## config.mk

```make
export PLATFORM = sky130hd
export DESIGN_NAME = ratio_meas_seq
export DESIGN_NICKNAME = d
export VERILOG_FILES = /design/src/rtl/ratio_seq_pkg.sv /design/src/rtl/sync_rise.sv /design/src/rtl/edge_counter.sv /design/src/rtl/piso_shift.sv /design/src/rtl/ratio_meas_seq.sv
export SDC_FILE = /design/constraint.sdc
export NUM_CORES = 1
export LEC_CHECK = 0
export ABC_CLOCK_PERIOD_IN_PS = 6550
export BUFFER_PORTS_ARGS = -buffer_cell sky130_fd_sc_hd__buf_2
export CORE_MARGIN = 1.5
export CORE_UTILIZATION = 45
export DETAILED_ROUTE_END_ITERATION = 12
export SLEW_MARGIN = 20
export SYNTH_ARGS = -nofsm -noshare
export SYNTH_HDL_FRONTEND = slang
export SYNTH_SLANG_ARGS = --single-unit
```

## constraint.sdc

```tcl
create_clock -name clk_i -period 6.55 [get_ports clk_i]
set_clock_uncertainty 0.15 [all_clocks]
set_input_delay 0.655 -clock clk_i [delete_from_list [all_inputs] [get_ports clk_i]]
set_output_delay 0.655 -clock clk_i [all_outputs]
set_load 0.02 [all_outputs]
```

## src/rtl/ratio_seq_pkg.sv

```systemverilog
package ratio_seq_pkg;
  typedef enum logic [1:0] {ST_IDLE, ST_PRE, ST_COUNT} seq_state_e;
  localparam int unsigned SYNC_STAGES = 2;
endpackage

```

## src/rtl/sync_rise.sv

```systemverilog
module sync_rise #(
  parameter int unsigned STAGES = 2
) (
  input  logic clk_i,
  input  logic rst_ni,
  input  logic async_i,
  output logic rise_o
);
  // sh[STAGES-1:0] synchronizer, sh[STAGES] previous synced value
  logic [STAGES:0] sh_q;

  always_ff @(posedge clk_i or negedge rst_ni) begin
    if (!rst_ni) sh_q <= '0;
    else         sh_q <= {sh_q[STAGES-1:0], async_i};
  end

  assign rise_o = sh_q[STAGES-1] & ~sh_q[STAGES];
endmodule

```

## src/rtl/edge_counter.sv

```systemverilog
module edge_counter #(
  parameter int unsigned W = 16
) (
  input  logic         clk_i,
  input  logic         rst_ni,
  input  logic         clr_i,
  input  logic         inc_i,
  output logic [W-1:0] value_o,
  output logic         wrap_o
);
  logic [W-1:0] value_q;

  always_ff @(posedge clk_i or negedge rst_ni) begin
    if (!rst_ni)    value_q <= '0;
    else if (clr_i) value_q <= '0;
    else if (inc_i) value_q <= value_q + 1'b1;
  end

  assign value_o = value_q;
  assign wrap_o  = inc_i & (&value_q);


  clr_zero_chk: assert property (@(posedge clk_i) disable iff (!rst_ni)
    clr_i |=> (value_o == '0));

  inc_moves_chk: assert property (@(posedge clk_i) disable iff (!rst_ni)
    (inc_i && !clr_i) |=> (value_o != $past(value_o)));
endmodule

```

## src/rtl/piso_shift.sv

```systemverilog
module piso_shift #(
  parameter int unsigned W = 16
) (
  input  logic         clk_i,
  input  logic         rst_ni,
  input  logic         load_i,
  input  logic [W-1:0] load_val_i,
  input  logic         clr_i,
  input  logic         shift_i,
  output logic         sdata_o,
  output logic         ready_o
);
  localparam int unsigned BW = $clog2(W + 1);

  logic [W-1:0]  sr_q;
  logic [BW-1:0] left_q;
  logic          ready_q;

  always_ff @(posedge clk_i or negedge rst_ni) begin
    if (!rst_ni) begin
      sr_q    <= '0;
      left_q  <= '0;
      ready_q <= 1'b0;
    end else if (load_i) begin
      sr_q    <= load_val_i;
      left_q  <= BW'(W);
      ready_q <= 1'b1;
    end else if (clr_i) begin
      left_q  <= '0;
      ready_q <= 1'b0;
    end else if (shift_i && ready_q) begin
      sr_q   <= {sr_q[W-2:0], 1'b0};
      left_q <= left_q - 1'b1;
      if (left_q == BW'(1)) ready_q <= 1'b0;
    end
  end

  assign sdata_o = ready_q & sr_q[W-1];
  assign ready_o = ready_q;


  ready_from_load_chk: assert property (@(posedge clk_i) disable iff (!rst_ni)
    $rose(ready_o) |-> $past(load_i));

  ready_drop_cause_chk: assert property (@(posedge clk_i) disable iff (!rst_ni)
    $fell(ready_o) |-> ($past(clr_i) || $past(shift_i)));
endmodule

```

## src/rtl/ratio_meas_seq.sv

```systemverilog
module ratio_meas_seq
  import ratio_seq_pkg::*;
#(
  parameter int unsigned CNT_W        = 16,
  parameter int unsigned CLK_FREQ_HZ  = 200_000_000,
  parameter int unsigned PRECHARGE_NS = 20_000
) (
  input  logic clk_i,
  input  logic rst_ni,
  input  logic start_i,
  input  logic mode_i,
  input  logic ref_osc_i,
  input  logic sns_osc_i,
  input  logic sclk_i,
  output logic ref_en_o,
  output logic preset_o,
  output logic osc_en_o,
  output logic data_ready_o,
  output logic sdata_o
);
  localparam int unsigned PRE_CYC = (CLK_FREQ_HZ / 1_000_000) * PRECHARGE_NS / 1000;
  localparam int unsigned TW      = $clog2(PRE_CYC + 1);

  seq_state_e state_q;
  logic       mode_q;
  logic [TW-1:0] pre_q;

  logic [1:0]            osc_raw, osc_rise, cnt_wrap;
  logic [1:0][CNT_W-1:0] cnt_val;
  logic counting, cnt_clr, start_ok, win_wrap, capture, sclk_rise;
  logic [CNT_W-1:0] cap_val;

  assign counting = (state_q == ST_COUNT);
  assign cnt_clr  = ~counting;
  assign start_ok = start_i && (state_q == ST_IDLE);
  assign osc_raw  = {sns_osc_i, ref_osc_i};

  // channel 0: reference oscillator, channel 1: sensing oscillator
  for (genvar ch = 0; ch < 2; ch++) begin : g_chan
    sync_rise #(.STAGES(SYNC_STAGES)) u_sync (
      .clk_i   (clk_i),
      .rst_ni  (rst_ni),
      .async_i (osc_raw[ch]),
      .rise_o  (osc_rise[ch])
    );
    edge_counter #(.W(CNT_W)) u_cnt (
      .clk_i   (clk_i),
      .rst_ni  (rst_ni),
      .clr_i   (cnt_clr),
      .inc_i   (osc_rise[ch] & counting),
      .value_o (cnt_val[ch]),
      .wrap_o  (cnt_wrap[ch])
    );
  end

  // mode 0: reference sets window; mode 1: sensing sets window
  assign win_wrap = mode_q ? cnt_wrap[1] : cnt_wrap[0];
  assign cap_val  = mode_q ? cnt_val[0]  : cnt_val[1];
  assign capture  = counting && win_wrap;

  always_ff @(posedge clk_i or negedge rst_ni) begin
    if (!rst_ni) begin
      state_q <= ST_IDLE;
      mode_q  <= 1'b0;
      pre_q   <= '0;
    end else begin
      unique case (state_q)
        ST_IDLE: if (start_ok) begin
          state_q <= ST_PRE;
          mode_q  <= mode_i;
          pre_q   <= '0;
        end
        ST_PRE: begin
          if (pre_q == TW'(PRE_CYC - 1)) state_q <= ST_COUNT;
          else                           pre_q   <= pre_q + 1'b1;
        end
        ST_COUNT: if (capture) state_q <= ST_IDLE;
        default: state_q <= ST_IDLE;
      endcase
    end
  end

  assign preset_o = (state_q == ST_PRE);
  assign osc_en_o = counting;
  assign ref_en_o = (state_q != ST_IDLE);

  sync_rise #(.STAGES(SYNC_STAGES)) u_sclk_sync (
    .clk_i   (clk_i),
    .rst_ni  (rst_ni),
    .async_i (sclk_i),
    .rise_o  (sclk_rise)
  );

  piso_shift #(.W(CNT_W)) u_piso (
    .clk_i      (clk_i),
    .rst_ni     (rst_ni),
    .load_i     (capture),
    .load_val_i (cap_val),
    .clr_i      (start_ok),
    .shift_i    (sclk_rise),
    .sdata_o    (sdata_o),
    .ready_o    (data_ready_o)
  );


  preset_entry_chk: assert property (@(posedge clk_i) disable iff (!rst_ni)
    $rose(preset_o) |-> ($past(start_i) && !osc_en_o && ref_en_o));

  preset_handoff_chk: assert property (@(posedge clk_i) disable iff (!rst_ni)
    $fell(preset_o) |-> (osc_en_o && $past(pre_q) == TW'(PRE_CYC - 1)));

  capture_ready_chk: assert property (@(posedge clk_i) disable iff (!rst_ni)
    $fell(osc_en_o) |-> (data_ready_o && !ref_en_o));

  busy_start_chk: assert property (@(posedge clk_i) disable iff (!rst_ni)
    (osc_en_o && start_i) |=> !preset_o);

  mode_hold_chk: assert property (@(posedge clk_i) disable iff (!rst_ni)
    (state_q != ST_IDLE && $past(state_q) != ST_IDLE) |-> $stable(mode_q));
endmodule

```

==> results.py <==
metrics = {
    "sta": {
        "totalNegativeSetupSlack_ns": 0,
        "tightest_slew_ns": 0.980,
        "finalHoldViolations": 0,
        "slew_headroom_pct": 34.7,
        "timing.final.crit_period_ns": 2.45,
        "setup-violations-final": 0,
        "timing_limited_maximum_frequency_mhz": 407,
        "rsz_0062_raised_after_global_routing": "false",
        "slew_viol_final": 0,
        "timing.final.crit_share_pct": 37.5,
    },
    "layout": {
        "finish.net_count": 410,
        "n_fill_cell": 781,
        "final_design_area_no_fill_um2": 4350,
        "areaGrowthSynthToFinish_pct": 9.31,
        "n_antenna_cell": 0,
        "drive_above_1_share_pct": 9.18,
        "final_core_utilization_pct": 50.3,
    },
    "cts": {
        "cts.clk_slew.worst_paths_ns": 0.08,
        "clock-root-buffer": "sky130_fd_sc_hd__clkbuf_8",
        "clock_sink_count": 78,
        "tritoncts.num_buffers": 9,
        "tritoncts": "built",
        "quantity_of_gates_resized_following_cts": 0,
        "clock_tree.buffer_depth": 2,
        "hold_buffers": 0,
        "clock_latency_on_the_worst_skew_pair_ns": 0.35,
        "h_tree_levels": 3,
        "post_cts_setup_repair_bufs": 0,
    },
    "routing": {
        "firstDrtPassIters": 4,
        "drt_wl_total_mm": 7.99,
        "routedWlPerCell_um": 15.6,
        "vias": 2830,
        "route.detailed.drc": 0,
        "routed_via_density": 5.54,
        "drt_first_iter_violations": 144,
        "postRouteAntennaNets": 0,
    },
    "pwr": {
        "vdd.ir_drop.worst_uv": 98.8,
        "leakage_nw": 1.76,
        "p_per_area_nw_per_um2": 236,
        "design_power_total_w": 0.00103,
    },
    "flow_run": {
        "number_of_max_cap_violations": 0,
    },
    "floorplan": {
        "rows": 34,
        "chipHeight_um": 97.0,
        "io-pin-count": 12,
        "dieWidth_um": 97.0,
        "dieArea_um2": 9410,
        "starting_density_of_the_core_pct": 46.1,
        "design.core.area_um2": 8640,
    },
    "placement": {
        "gp_congestion": 0.777,
        "dpl.hpwl_mm": 5.39,
        "post_dp_cell_area_um2": 4130,
        "placement.io_buffers": 11,
    },
    "setup_path": {
        "reg2reg_setup_slack_ns": 4.12,
        "worst_setup_path_start_kind": "register",
        "reg2reg_to": "u_piso.sr_q[13]",
        "cp_max_fo": 34,
        "critical_path_arrival_ns": 1.65,
        "worstSetupEndpointType": "output pin",
        "worstReg2RegStart": "g_chan[1].u_cnt.value_o[0]",
        "reg2regPathDepth": 6,
        "setup.worst_path.class": "reg -> out",
        "required_time_of_the_worst_setup_path_ns": 5.74,
    },
    "grt": {
        "grt_start_max_net_pins": 79,
        "grt_usage_pct": 18.4,
        "antenna_found_initial": 0,
        "global_route_wire_length_before_repair_mm": 13.9,
        "gr-total-overflow": 0,
        "first_global_vias": 2747,
    },
    "logic_synthesis": {
        "postSynthRegisterBits": 78,
        "syn_inst": 385,
        "async_flop_share_pct": 100,
        "ys_seq_area_share_pct": 49.1,
        "netlist_area_um2": 3980,
        "synth_warnings": 0,
        "mappedNetlistNets": 397,
        "ys.flop_type": "sky130_fd_sc_hd__dfrtp_1",
        "syn_avg_cell_area_um2": 10.3,
        "ys_types": 42,
        "synth-edff-count": 0,
    },
    "hold_path": {
        "worst_hold_path_class": "in -> async",
    },
    "status": {
        "result_of_the_run": "complete, no violations",
    },
}
## area by class of cell
cell class / count / area [um2] / share of cell area (%)
clock inverter: 4 / 70.1 / 1.61
clock buffer: 12 / 145 / 3.34
timing repair buffer: 15 / 91.3 / 2.10
inverter: 13 / 48.8 / 1.12
tap: 108 / 135 / 3.11
sequential: 78 / 1950 / 44.9
multi-input combinational: 281 / 1910 / 43.8
## worst max-delay path, stage by stage, from the launching register on
cell	delay, ns
sky130_fd_sc_hd__dfrtp_1	0.44
sky130_fd_sc_hd__nand2b_1	0.15
sky130_fd_sc_hd__buf_4	0.35
sky130_fd_sc_hd__inv_1	0.16
sky130_fd_sc_hd__buf_2	0.19
## registers in the layout (all words and copies together) (netlist names)
name / flops
g_chan.u_cnt.value_o: 32
u_piso.ready_o: 1
pre_q: 12
g_chan.u_sync.sh_q: 6
u_sclk_sync.sh_q: 3
u_piso.sr_q: 16
mode_q: 1
u_piso.left_q: 5
state_q: 2
## routing by layer
metal | part of all wire (%) | GRT usage (%) | up-vias
li1 | - | - | 1409
met1 | 51 | 27.3 | 1376
met2 | 45 | 26.7 | 37
met3 | 2.7 | 2.67 | 8
met4 | 1.1 | 7.80 | 0
met5 | 0 | 0 | -
## metrics by stage
step	instances	hold slack, ns	setup slack, ns
2_1_floorplan	385	0.181	4.39
3_3_place_gp	495	0.185	4.18
3_5_place_dp	495	0.188	4.11
4_1_cts	511	0.211	4.06
5_1_grt	511	0.213	3.94
6_report	511	0.175	4.10
## power breakdown
group | total, W | internal (W) | switching [W]
Combinational | 0.0000799 | 0.0000360 | 0.0000439
Clock | 0.000398 | 0.000224 | 0.000173
Sequential | 0.000549 | 0.000510 | 0.0000388
Total | 0.00103 | 0.000771 | 0.000256
## kinds of logic after synthesis
| group | Yosys count | share of synthesized area (%) |
|---|---|---|
| AO/OA/AOI/OAI | 58 | 9.72 |
| multiplexers | 37 | 9.31 |
| AND/OR/NAND/NOR | 156 | 21.8 |
| buffers and inverters | 26 | 3.02 |
| adder cells (fa/ha/maj) | 5 | 1.57 |
| XOR/XNOR | 25 | 5.50 |
| flip-flops | 78 | 49.1 |
## placed cells by master, fill, tap and decap left out, drive strengths merged, types with 4 or more instances in the layout
cell type,n
a211oi,15
a21oi,15
and2,4
buf,15
clkbuf,12
dfrtp,78
ha,5
inv,13
mux2i,37
nand2,29
nand3,14
nand4,9
nor2,31
nor2b,16
nor3,5
nor4,9
o21ai,14
o31ai,7
or3,11
or4,9
xnor2,12
xor2,13
## synthesized netlist by cell type, types with 2 or more instances
master,instances,area (um2)
sky130_fd_sc_hd__nand3b_1,3,22.5
sky130_fd_sc_hd__nor2_1,31,116
sky130_fd_sc_hd__a21oi_1,15,75.1
sky130_fd_sc_hd__or4_1,9,67.6
sky130_fd_sc_hd__nand2b_1,2,12.5
sky130_fd_sc_hd__a31o_2,2,17.5
sky130_fd_sc_hd__ha_1,5,62.6
sky130_fd_sc_hd__xor2_1,13,114
sky130_fd_sc_hd__a211oi_1,15,113
sky130_fd_sc_hd__nand4_1,9,56.3
sky130_fd_sc_hd__nor4_1,8,50.1
sky130_fd_sc_hd__clkbuf_1,10,37.5
sky130_fd_sc_hd__and3_1,3,18.8
sky130_fd_sc_hd__xnor2_1,12,105
sky130_fd_sc_hd__nor2b_1,16,100
sky130_fd_sc_hd__or3_1,10,62.6
sky130_fd_sc_hd__and4_1,3,26.3
sky130_fd_sc_hd__o31ai_1,7,52.6
sky130_fd_sc_hd__dfrtp_1,78,1950
sky130_fd_sc_hd__inv_1,13,48.8
sky130_fd_sc_hd__nand2_1,29,109
sky130_fd_sc_hd__o21ai_0,14,70.1
sky130_fd_sc_hd__mux2i_1,37,370
sky130_fd_sc_hd__and4b_1,3,30.0
sky130_fd_sc_hd__and2_1,4,25.0
sky130_fd_sc_hd__nor3_1,5,25.0
sky130_fd_sc_hd__nand3_1,14,70.1
## worst max-delay path by stage
stage	startpoint	endpoint	slack [ns]	depth (start not counted)
finish	state_q[0]	osc_en_o	4.10	4
CTS	state_q[0]	osc_en_o	4.06	4
global placement	g_chan[1].u_cnt.value_o[0]	u_piso.sr_q[4]	4.18	6
floorplan	g_chan[1].u_cnt.value_o[0]	u_piso.sr_q[15]	4.39	6
detailed placement	mode_q	u_piso.sr_q[5]	4.11	4
global route	mode_q	u_piso.sr_q[14]	3.94	4
No activity file was read; power rests on OpenSTA's default activity.
